===== config.mk =====
export PLATFORM = sky130hd
export DESIGN_NAME = bus_hold_arbiter
export DESIGN_NICKNAME = d
export VERILOG_FILES = /design/src/rtl/bha_pkg.sv /design/src/rtl/bha_control.sv /design/src/rtl/bha_datapath.sv /design/src/rtl/bus_hold_arbiter.sv
export SDC_FILE = /design/constraint.sdc
export NUM_CORES = 1
export LEC_CHECK = 0
export ABC_AREA = 1
export BUFFER_PORTS_ARGS = -buffer_cell sky130_fd_sc_hd__buf_4
export CAP_MARGIN = 20
export CORE_AREA = 2 2 39 41
export CTS_BUF_LIST = sky130_fd_sc_hd__clkbuf_8
export DETAILED_ROUTE_END_ITERATION = 8
export DIE_AREA = 0 0 41 43
export HOLD_SLACK_MARGIN = 0.03
export MAX_ROUTING_LAYER = met4
export PLACE_DENSITY = 0.35
export REMOVE_ABC_BUFFERS = 1
export SLEW_MARGIN = 20
export SYNTH_ARGS = -nofsm -noshare
export SYNTH_HDL_FRONTEND = slang
export SYNTH_HIERARCHICAL = 1
export SYNTH_SLANG_ARGS = --single-unit
export TNS_END_PERCENT = 20

===== constraint.sdc =====
create_clock -name clk -period 2 [get_ports clk]
set_clock_uncertainty 0.15 [all_clocks]
set_input_delay 0.2 -clock clk [delete_from_list [all_inputs] [get_ports clk]]
set_output_delay 0.2 -clock clk [all_outputs]
set_load 0.005 [all_outputs]

===== src/rtl/bha_pkg.sv =====
package bha_pkg;
  localparam int PHASE_W = 2;

  typedef enum logic [PHASE_W-1:0] {
    PH_FIRST  = 2'd0,
    PH_SECOND = 2'd1,
    PH_MID    = 2'd2,
    PH_LAST   = 2'd3
  } busPhase_e;

  typedef struct packed {
    logic armSet;
    logic armClr;
    logic floatReq;
  } ctlStrobes_t;
endpackage


===== src/rtl/bha_control.sv =====
module bha_control
  import bha_pkg::*;
(
  input  logic               clk,
  input  logic               rst_n,
  input  logic               holdSync,
  input  logic               armed,
  input  logic               cycActive,
  input  logic [PHASE_W-1:0] cycPhase,
  input  logic               lockIn,
  input  logic               intaFirst,
  input  logic               splitLow,
  output ctlStrobes_t        strb
);
  typedef enum logic {OWN_BUS, LENT_BUS} ownState_e;

  ownState_e state, nextState;
  logic      earlyPhase;
  logic      lastPhase;
  logic      idleGrant;
  logic      endGrant;

  assign earlyPhase = (cycPhase == PH_FIRST) || (cycPhase == PH_SECOND);
  assign lastPhase  = (cycPhase == PH_LAST);

  // Idle: the next clock may lend the bus. In a cycle: only its final phase.
  assign idleGrant = !cycActive && holdSync && !lockIn;
  assign endGrant  = cycActive && lastPhase && armed &&
                     !lockIn && !intaFirst && !splitLow;

  always_comb begin
    nextState = state;
    case (state)
      OWN_BUS:  if (idleGrant || endGrant) nextState = LENT_BUS;
      LENT_BUS: if (!holdSync) nextState = OWN_BUS;
      default:  nextState = OWN_BUS;
    endcase
  end

  always_ff @(posedge clk or negedge rst_n) begin
    if (!rst_n) state <= OWN_BUS;
    else        state <= nextState;
  end

  always_comb begin
    strb.armSet   = cycActive && earlyPhase && holdSync;
    strb.armClr   = !cycActive || lastPhase;
    strb.floatReq = (state == LENT_BUS);
  end
endmodule


===== src/rtl/bha_datapath.sv =====
module bha_datapath
  import bha_pkg::*;
#(
  parameter int SYNC_STAGES = 2
) (
  input  logic        clk,
  input  logic        rst_n,
  input  logic        holdAsync,
  input  ctlStrobes_t strb,
  output logic        holdSync,
  output logic        armed,
  output logic        hlda
);
  logic [SYNC_STAGES-1:0] syncQ;

  generate
    if (SYNC_STAGES == 1) begin : g_sync_one
      always_ff @(posedge clk or negedge rst_n) begin
        if (!rst_n) syncQ <= '0;
        else        syncQ <= holdAsync;
      end
    end else begin : g_sync_chain
      always_ff @(posedge clk or negedge rst_n) begin
        if (!rst_n) syncQ <= '0;
        else        syncQ <= {syncQ[SYNC_STAGES-2:0], holdAsync};
      end
    end
  endgenerate

  assign holdSync = syncQ[SYNC_STAGES-1];

  // Remembers that the request was visible early enough in this cycle.
  always_ff @(posedge clk or negedge rst_n) begin
    if (!rst_n)           armed <= 1'b0;
    else if (strb.armClr) armed <= 1'b0;
    else if (strb.armSet) armed <= 1'b1;
  end

  // Acknowledge moves half a clock after the rising-edge decision.
  always_ff @(negedge clk or negedge rst_n) begin
    if (!rst_n) hlda <= 1'b0;
    else        hlda <= strb.floatReq;
  end
endmodule


===== src/rtl/bus_hold_arbiter.sv =====
module bus_hold_arbiter
  import bha_pkg::*;
#(
  parameter int SYNC_STAGES = 2
) (
  input  logic               clk,
  input  logic               rst_n,
  input  logic               holdAsync,
  input  logic               cycActive,
  input  logic [PHASE_W-1:0] cycPhase,
  input  logic               lockIn,
  input  logic               intaFirst,
  input  logic               splitLow,
  output logic               hlda,
  output logic               busFloat,
  output logic               cycStall
);
  ctlStrobes_t strb;
  logic        holdSync;
  logic        armed;
  logic        hldaQ;

  bha_control u_ctl (
    .clk       (clk),
    .rst_n     (rst_n),
    .holdSync  (holdSync),
    .armed     (armed),
    .cycActive (cycActive),
    .cycPhase  (cycPhase),
    .lockIn    (lockIn),
    .intaFirst (intaFirst),
    .splitLow  (splitLow),
    .strb      (strb)
  );

  bha_datapath #(.SYNC_STAGES(SYNC_STAGES)) u_dp (
    .clk       (clk),
    .rst_n     (rst_n),
    .holdAsync (holdAsync),
    .strb      (strb),
    .holdSync  (holdSync),
    .armed     (armed),
    .hlda      (hldaQ)
  );

  assign hlda     = hldaQ;
  assign busFloat = hldaQ;
  assign cycStall = strb.floatReq | hldaQ;
endmodule


==> results of run 1 <==
## sequential cells by signal (all words and copies together), names as in the netlist
| register | count |
|---|---|
| u_dp/armed | 1 |
| u_dp/syncQ | 2 |
| u_ctl/state | 1 |
| u_dp/hlda | 1 |
## per-layer routing
metal | up-vias | share of wire (%) | wire length, µm
li1 | 108 | - | -
met3 | 0 | 10 | 40
met2 | 7 | 55 | 214
met5 | - | 0 | 0
met4 | 0 | 0 | 0
met1 | 94 | 34 | 132
## cell usage after synthesis (all sizes together)
| library cell | instances |
|---|---|
| inv | 8 |
| nor2 | 4 |
| dfrtp | 4 |
| nand3 | 1 |
| buf | 2 |
| o21ai | 1 |
| nand2 | 5 |
| dfrtn | 1 |
| nor3 | 1 |
| a21oi | 1 |
## layout make-up
cell class | instances | area share, %
Multi-Input combinational cell | 13 | 15.1
Tap cell | 16 | 5.26
Timing Repair Buffer | 13 | 27.0
Sequential cell | 5 | 32.9
Inverter | 8 | 7.89
Clock buffer | 3 | 10.9
Clock inverter | 1 | 0.987
## power breakdown
part           leakage (nW)  internal, mW  switching (mW)
Combinational         0.123        0.0277          0.0166
Clock                0.0269         0.131          0.0467
Sequential           0.0625         0.109         0.00546
## path summary, 6_finish.rpt
kind	from	endpoint	slack, ns	cells past startpoint
worst max-delay path	u_dp/hlda$_DFF_NN0_	cycStall	-0.19	3
worst min-delay path	cycActive	u_dp/armed$_DFFE_PN0P_	0.08	3
worst max register to register	u_ctl/state$_DFF_PN0_	u_dp/hlda$_DFF_NN0_	0.28	0
worst min register to register	u_dp/syncQ[0]$_DFF_PN0_	u_dp/syncQ[1]$_DFF_PN0_	0.19	0
max in group asynchronous	rst_n	u_dp/hlda$_DFF_NN0_	0.53	2
min in group asynchronous	rst_n	u_dp/armed$_DFFE_PN0P_	0.16	2
## through the flow
| stage | setup WS, ns | std cells | setup TNS [ns] | cell area (µm²) |
|---|---|---|---|---|
| final | -0.193 | 59 | -0.432 | 380 |
| after global routing | -0.250 | 59 | -0.596 | 380 |
| after CTS | -0.208 | 59 | -0.471 | 380 |
| after detailed placement | 0.0536 | 53 | 0 | 315 |
| after floorplan | 0.111 | 26 | 0 | 213 |
| after global placement | 0.0620 | 53 | 0 | 315 |
## timing repair
action | in CTS | in global routing
hold buffers | 2 | 0
hold endpoints to repair | 5 | 0
gates cloned | 0 | 0
setup endpoints to repair | 3 | 3
## cells in the final DEF, fill, tap and decap left out
cell,instances
inv_2,1
dfrtn_1,1
nand2_1,5
a21oi_1,1
clkbuf_8,3
inv_1,8
buf_4,11
nor2_1,4
dfrtp_1,4
nand3_1,1
dlygate4sd3_1,2
nor3_1,1
o21ai_2,1
## worst max-delay path, delay by kind of cell (launching register included)
family / cells / cell delay, ns
DFF: 1 / 0.41
buffers and inverters: 2 / 0.14
and+or+nand+nor: 1 / 0.05
## kinds of logic after synthesis
kind of cell,synth area share [%]
flip-flops,54.9
AND/OR/NAND/NOR,19.2
buffers and inverters,19.8
AO/OA/AOI/OAI,6.04
==> impl_metrics.toml, run 1 <==
[clocking]
cts_sinks = 5
cts_tree = "built"
clockRootBuffer = "clkbuf_8"
clock_latency_ns = 0.22
clk_pin_slew_ns = 0.03
cts_buffers = 3
cts_buffer_depth = 2
htreeDepth = 1
cts_resized = 0
postCtsSetupRepairBufs = 0

[die]
ios = 12
fp.dieH_um = 43
start_util_pct = 16.5
core-area_um2 = 1380
rows = 14
die_w_um = 41
die-area_um2 = 1760

[logic_synthesis]
synth-warning-count = 6
yosysSeqAreaShare_pct = 54.9
ys_types = 11
syn_inst = 28
synth.area.top_cells = "dfrtp_1 (44%), inv_1 (12%), dfrtn_1 (11%)"
syn_avg_cell_area_um2 = 8.13
syn_area_um2 = 228
yosysTopAreaCellShare_pct = 44.0
yosys.area.top_type = "dfrtp_1"
synth-seq-cells = 5

[sta]
rsz0062_at_grt = "true"
finalHoldWorstSlack_ns = 0.0764
setup_ws_ns = -0.193
maxSlewViolCount = 0
setup_viol = 3
slew_headroom_pct = 88.9
hold_violations = 0
worstMarginPinSlew_ns = 0.166

[grt]
antenna_found_initial = 0
gr-max-usage-layer = "met2"
grtUsageMet1_pct = 5.30
met2_usage_pct = 9.06
track_usage_pct = 6.85
grt_max_degree = 6
grt_pass1_wl_um = 683
first_global_vias = 191
gr-total-overflow = 0
grtUsageMet3_pct = 6.28

[outcome]
violations = "negative setup slack"
status = "complete, but fails checks"

[detailed_routing]
ant_nets = 0
dr.pass1.iters = 4
num_vias = 209
post-route-drc-count = 0
vias_per_cell = 3.54
finalWirelength_um = 387
wl_per_cell_um = 6.56
drt_iter0_drc = 2

[power_and_ir_drop]
leakagePower_nw = 0.212
power_mw = 0.337
p_per_area_nw_per_um2 = 887
ir_drop_v = 0.000383

[final_layout]
n_fill_cell = 154
multi_input_area_um2 = 57.6
diodes = 0
regArea_um2 = 125
final_nets = 53
post-route-util_pct = 27.5
area_growth_pct = 67.0
drive_gt1_share_pct = 37.2

[run]
cap_violations = 0

[critical_path]
crit_chain = "inv_1 -> nand2_1 -> buf_4"
crit_type = "reg -> out"
max_stage_delay_ns = 0.41
crit_path_end_kind = "output pin"
arrival_ns = 1.84
worstPathRequired_ns = 1.65
cp-start-kind = "flop"
critPathMaxFanout = 3
crit_slowest_cell = "dfrtn_1"

[placed_design]
io_buffers = 11
place.gp.congestion = 0.642
dp_hpwl_um = 309

[worst_hold_path]
hp-class = "in -> reg"
(Power assumes the default switching activity.)
==> inputs of run 2 (changes only) <==
--- a/config.mk
+++ b/config.mk
@@ -9,7 +9,6 @@
 export BUFFER_PORTS_ARGS = -buffer_cell sky130_fd_sc_hd__buf_4
 export CAP_MARGIN = 20
 export CORE_AREA = 2 2 39 41
-export CTS_BUF_LIST = sky130_fd_sc_hd__clkbuf_8
 export DETAILED_ROUTE_END_ITERATION = 8
 export DIE_AREA = 0 0 41 43
 export HOLD_SLACK_MARGIN = 0.03
==> run 2 against run 1 <==
Net effect:
- critical path depth is the same
- die area is the same
- global-route usage shrank 0.42 points
- worst hold slack lost 0.024 ns
- count of clock-buffer cells in the layout grew 1
- largest power group unchanged
- first-iteration DRC count grew 100%
- clock power shrank 35%
- the flow still finishes with violations (negative setup slack)
- sequential power is essentially flat
- combinational power is essentially flat
==> impl_metrics.toml, run 2 (synthesis gave the netlist of run 1 again) <==
[die]
core-area_um2 = 1380
fp.dieH_um = 43
die_w_um = 41
rows = 14
die-area_um2 = 1760
start_util_pct = 16.5
ios = 12

[power_and_ir_drop]
power.share.switching_pct = 22.8
p_switching_mw = 0.0625
leakagePower_nw = 0.200
p_int_mw = 0.212
ir_drop_v = 0.000328
p_per_area_nw_per_um2 = 760
power_frac_clock_pct = 42.2
pwr-share-seq_pct = 41.7
power_frac_comb_pct = 16.1

[placed_design]
place.gp.congestion = 0.642
dp_hpwl_um = 309
pre_cts_slack_ns = 0.0536
io_buffers = 11
place_inst = 53

[clocking]
clk_pin_slew_ns = 0.04
cts_buffers = 3
cts_buffer_depth = 2
clockRootBuffer = "clkbuf_4"
clock_latency_ns = 0.24
htreeDepth = 1
cts_tree = "built"
cts_sinks = 5

[sta]
hold_violations = 0
worstMarginPinSlew_ns = 0.166
tns_ns = -0.472
maxSlewViolCount = 0
slew_headroom_pct = 88.9
setup_viol = 3
finalHoldWorstSlack_ns = 0.0520
setup_ws_ns = -0.207
rsz0062_at_grt = "true"

[critical_path]
crit_type = "reg -> out"
r2r_setup_slack_ns = 0.27
r2r-end = "u_dp/hlda$_DFF_NN0_"
critPathMaxFanout = 3
worstPathRequired_ns = 1.65
r2r_cells = 0
r2r_start = "u_ctl/state$_DFF_PN0_"
cp-start-kind = "flop"
arrival_ns = 1.86
crit_path_end_kind = "output pin"

[final_layout]
diodes = 0
post-route-util_pct = 26.1
final_common_cell = "buf_4"
area_growth_pct = 58.8
drive_gt1_share_pct = 37.2
regArea_um2 = 125
mostFrequentLayoutCells = "buf_4 (11), inv_1 (7), nand2_1 (5), nor2_1 (4), dfrtp_1 (4)"
n_fill_cell = 157
multi_input_area_um2 = 57.6
largest_register_ffs = 2
top_register = "u_dp/syncQ"
final_nets = 53
post_layout_nonfiller_instances = 59

[grt]
grt_pass1_wl_um = 655
gr-total-overflow = 0
grt_max_degree = 6
track_usage_pct = 6.44
first_global_vias = 187
antenna_found_initial = 0

[worst_hold_path]
hp-class = "in -> reg"
whs_endpoint = "u_dp/armed$_DFFE_PN0P_"
hold_path_depth = 3
worstHoldStart = "cycActive"

[run]
cap_violations = 0

[detailed_routing]
ant_nets = 0
finalWirelength_um = 381
dr.pass1.iters = 4
drt_iter0_drc = 4
vias_per_cell = 3.51
num_vias = 207
post-route-drc-count = 0
wl_per_cell_um = 6.46

[outcome]
status = "complete, but fails checks"
violations = "negative setup slack"
[run 2: what timing repair did]
action,CTS,global route
setup buffers,0,0
hold buffers,2,0
endpoints found under the hold margin,5,0
gates resized for setup,0,0
setup endpoints to repair,3,3
[run 2: metal layers]
metal	global-route usage, %	wire length [µm]	vias up
met2	8.75	210	7
met3	6.28	40	0
met1	5.30	130	91
met4	4.00	0	0
met5	-	0	-
li1	-	-	109
[run 2: layout make-up]
cell class,count,area share [%]
Sequential cell,5,34.6
Timing Repair Buffer,13,28.4
Multi-Input combinational cell,13,15.9
Inverter,8,8.30
Clock buffer,4,7.27
Tap cell,16,5.54
[run 2: per-stage QoR]
step                total power, mW  area (µm²)
floorplan                     0.130         213
global placement              0.158         315
detailed placement            0.158         315
CTS                           0.285         362
global route                  0.295         362
finish                        0.275         362
[run 2: critical path, cell delays in order, from the launching register on]
cell	delay, ns
dfrtn_1	0.41
inv_1	0.04
nand2_1	0.05
buf_4	0.10
[run 2: how the worst max path moves through the flow]
stage	start	end	slack [ns]
2_1_floorplan	u_dp/hlda$_DFF_NN0_	cycStall	0.11
3_3_place_gp	u_dp/hlda$_DFF_NN0_	cycStall	0.06
3_5_place_dp	u_dp/hlda$_DFF_NN0_	cycStall	0.05
4_1_cts	u_dp/hlda$_DFF_NN0_	cycStall	-0.23
5_1_grt	u_dp/hlda$_DFF_NN0_	cycStall	-0.27
6_report	u_dp/hlda$_DFF_NN0_	cycStall	-0.21
[run 2: power groups by stage]
stage	clock network, mW	logic, mW	registers [mW]
after detailed placement	0	0.0421	0.116
final	0.116	0.0444	0.115
after global routing	0.130	0.0491	0.116
after CTS	0.125	0.0452	0.115
after floorplan	0	0.0140	0.116
after global placement	0	0.0421	0.116
==> inputs of run 3 (changes only) <==
--- a/config.mk
+++ b/config.mk
@@ -5,7 +5,6 @@
 export SDC_FILE = /design/constraint.sdc
 export NUM_CORES = 1
 export LEC_CHECK = 0
-export ABC_AREA = 1
 export BUFFER_PORTS_ARGS = -buffer_cell sky130_fd_sc_hd__buf_4
 export CAP_MARGIN = 20
 export CORE_AREA = 2 2 39 41
@@ -13,7 +12,7 @@
 export DIE_AREA = 0 0 41 43
 export HOLD_SLACK_MARGIN = 0.03
 export MAX_ROUTING_LAYER = met4
-export PLACE_DENSITY = 0.35
+export PLACE_DENSITY = 0.33
 export REMOVE_ABC_BUFFERS = 1
 export SLEW_MARGIN = 20
 export SYNTH_ARGS = -nofsm -noshare
==> run 3 against run 2 <==
Net effect:
- the flow still finishes with violations (negative setup slack)
- global-route usage is 0.49 points higher
- largest cell class unchanged
- die area stayed put
- worst hold slack better by 0.095 ns
==> impl_metrics.toml, run 3 <==
[outcome]
status = "complete, but fails checks"
violations = "negative setup slack"

[logic_synthesis]
synth.area.top_cells = "dfrtp_1 (47%), dfrtn_1 (12%), buf_4 (7.1%)"
yosys.area.top_type = "dfrtp_1"
syn_area_um2 = 213
yosysTopAreaCellShare_pct = 47.1
synth-edff-count = 0
synth-seq-cells = 5
syn_avg_cell_area_um2 = 12.5
synth_flop_cell = "dfrtp_1"
ys_async_sr_fraction_pct = 100
ys_types = 11
synth_most_common_cell = "dfrtp_1"
syn_inst = 17
synth_common_cells = "dfrtp_1 (4), nand2_1 (3), buf_4 (2)"
yosysSeqAreaShare_pct = 58.8
synth-warning-count = 6

[critical_path]
max_stage_delay_ns = 0.33
worstPathRequired_ns = 1.65
r2r-end = "u_dp/hlda$_DFF_NN0_"
cp-start-kind = "flop"
crit_buf_inv = 1
critPathMaxFanout = 2
crit_type = "reg -> out"
arrival_ns = 1.91
crit_slowest_cell = "dfrtn_1"
r2r_cells = 0
r2r_setup_slack_ns = 0.30
path_delay_family = "flip-flops"
path_depth = 2
crit_chain = "or2_1 -> buf_4"
crit_path_end_kind = "output pin"
r2r_start = "u_ctl/state$_DFF_PN0_"

[power_and_ir_drop]
leakagePower_nw = 0.185
power_mw = 0.261
ir_drop_v = 0.000233
p_per_area_nw_per_um2 = 738

[final_layout]
area_growth_pct = 66.5
top_register = "u_dp/syncQ"
post_layout_nonfiller_instances = 49
n_fill_cell = 148
mostFrequentLayoutCells = "buf_4 (12), dfrtp_1 (4), clkbuf_4 (3), nand2_1 (3), dlygate4sd3_1 (2)"
diodes = 0
final_nets = 43
largest_register_ffs = 2
drive_gt1_share_pct = 48.5
final_common_cell = "buf_4"
post-route-util_pct = 25.6

[clocking]
cts_sinks = 5
cts_buffers = 3
cts_buffer_depth = 2
cts_resized = 0
clock_latency_ns = 0.24
htreeDepth = 1
clk_pin_slew_ns = 0.04
clockRootBuffer = "clkbuf_4"
cts_tree = "built"

[grt]
track_usage_pct = 6.93
grt_max_degree = 6
grt_pass1_wl_um = 717
gr-total-overflow = 0
first_global_vias = 180
antenna_found_initial = 0

[die]
die-area_um2 = 1760
core-area_um2 = 1380
fp.dieH_um = 43
ios = 12
rows = 14
die_w_um = 41
start_util_pct = 15.4

[sta]
hold_violations = 0
slew_headroom_pct = 87.4
maxSlewViolCount = 0
finalHoldWorstSlack_ns = 0.147
setup_ws_ns = -0.263
worstMarginPinSlew_ns = 0.188
rsz0062_at_grt = "true"
setup_viol = 3

[detailed_routing]
vias_per_cell = 3.57
num_vias = 175
drt_iter0_drc = 0
wl_per_cell_um = 9.00
dr.pass1.iters = 1
ant_nets = 0
post-route-drc-count = 0
finalWirelength_um = 441

[worst_hold_path]
hp-class = "in -> async"

[placed_design]
pre_cts_slack_ns = -0.0158
place_inst = 43
io_buffers = 11
place.gp.congestion = 0.601

[run]
cap_violations = 0
-- run 3: final cells by class --
class                           instances  area (µm²)  area share, %
Sequential cell                         5         125           35.3
Timing Repair Buffer                   14         110           31.1
Multi-Input combinational cell         10        72.6           20.5
Clock buffer                            4        26.3           7.42
Tap cell                               16        20.0           5.65
-- run 3: kinds of logic (layout without fill, tap and decap cells) --
group	count (synthesis)	count (layout)	share of synthesized area, %
AND/OR/NAND/NOR	7	7	21.8
flip-flops	5	5	58.8
AO/OA/AOI/OAI	3	3	12.4
buffers and inverters	2	18	7.06
-- run 3: per-layer routing --
metal / up-vias / GRT usage, % / part of all wire (%)
li1: 88 / - / -
met1: 78 / 6.21 / 40
met2: 9 / 9.38 / 49
met3: 0 / 3.14 / 9.8
met4: 0 / 8.00 / 0
met5: - / - / 0
-- run 3: per-stage QoR --
stage          area (µm²)  TNS, ns
6_report              354   -0.662
3_5_place_dp          308  -0.0158
5_1_grt               354   -0.836
2_1_floorplan         198        0
3_3_place_gp          308  -0.0112
4_1_cts               354   -0.716
-- run 3: worst max-delay path by stage --
stage | startpoint | end | slack, ns
2_1_floorplan | u_dp/hlda$_DFF_NN0_ | cycStall | 0.05
3_3_place_gp | u_dp/hlda$_DFF_NN0_ | cycStall | -0.01
5_1_grt | u_dp/hlda$_DFF_NN0_ | cycStall | -0.32
4_1_cts | u_dp/hlda$_DFF_NN0_ | cycStall | -0.28
6_report | u_dp/hlda$_DFF_NN0_ | cycStall | -0.26
3_5_place_dp | u_dp/hlda$_DFF_NN0_ | cycStall | -0.02
-- run 3: where the power goes --
group | internal (mW) | switching [mW]
registers | 0.107 | 0.00293
clock network | 0.0753 | 0.0391
logic | 0.0251 | 0.0118
-- run 3: what timing repair did --
action | in CTS | in global routing
setup buffers | 0 | 0
hold endpoints to repair | 5 | 0
hold buffers | 2 | 0
setup endpoints to repair | 3 | 3
pin swaps | 1 | 0
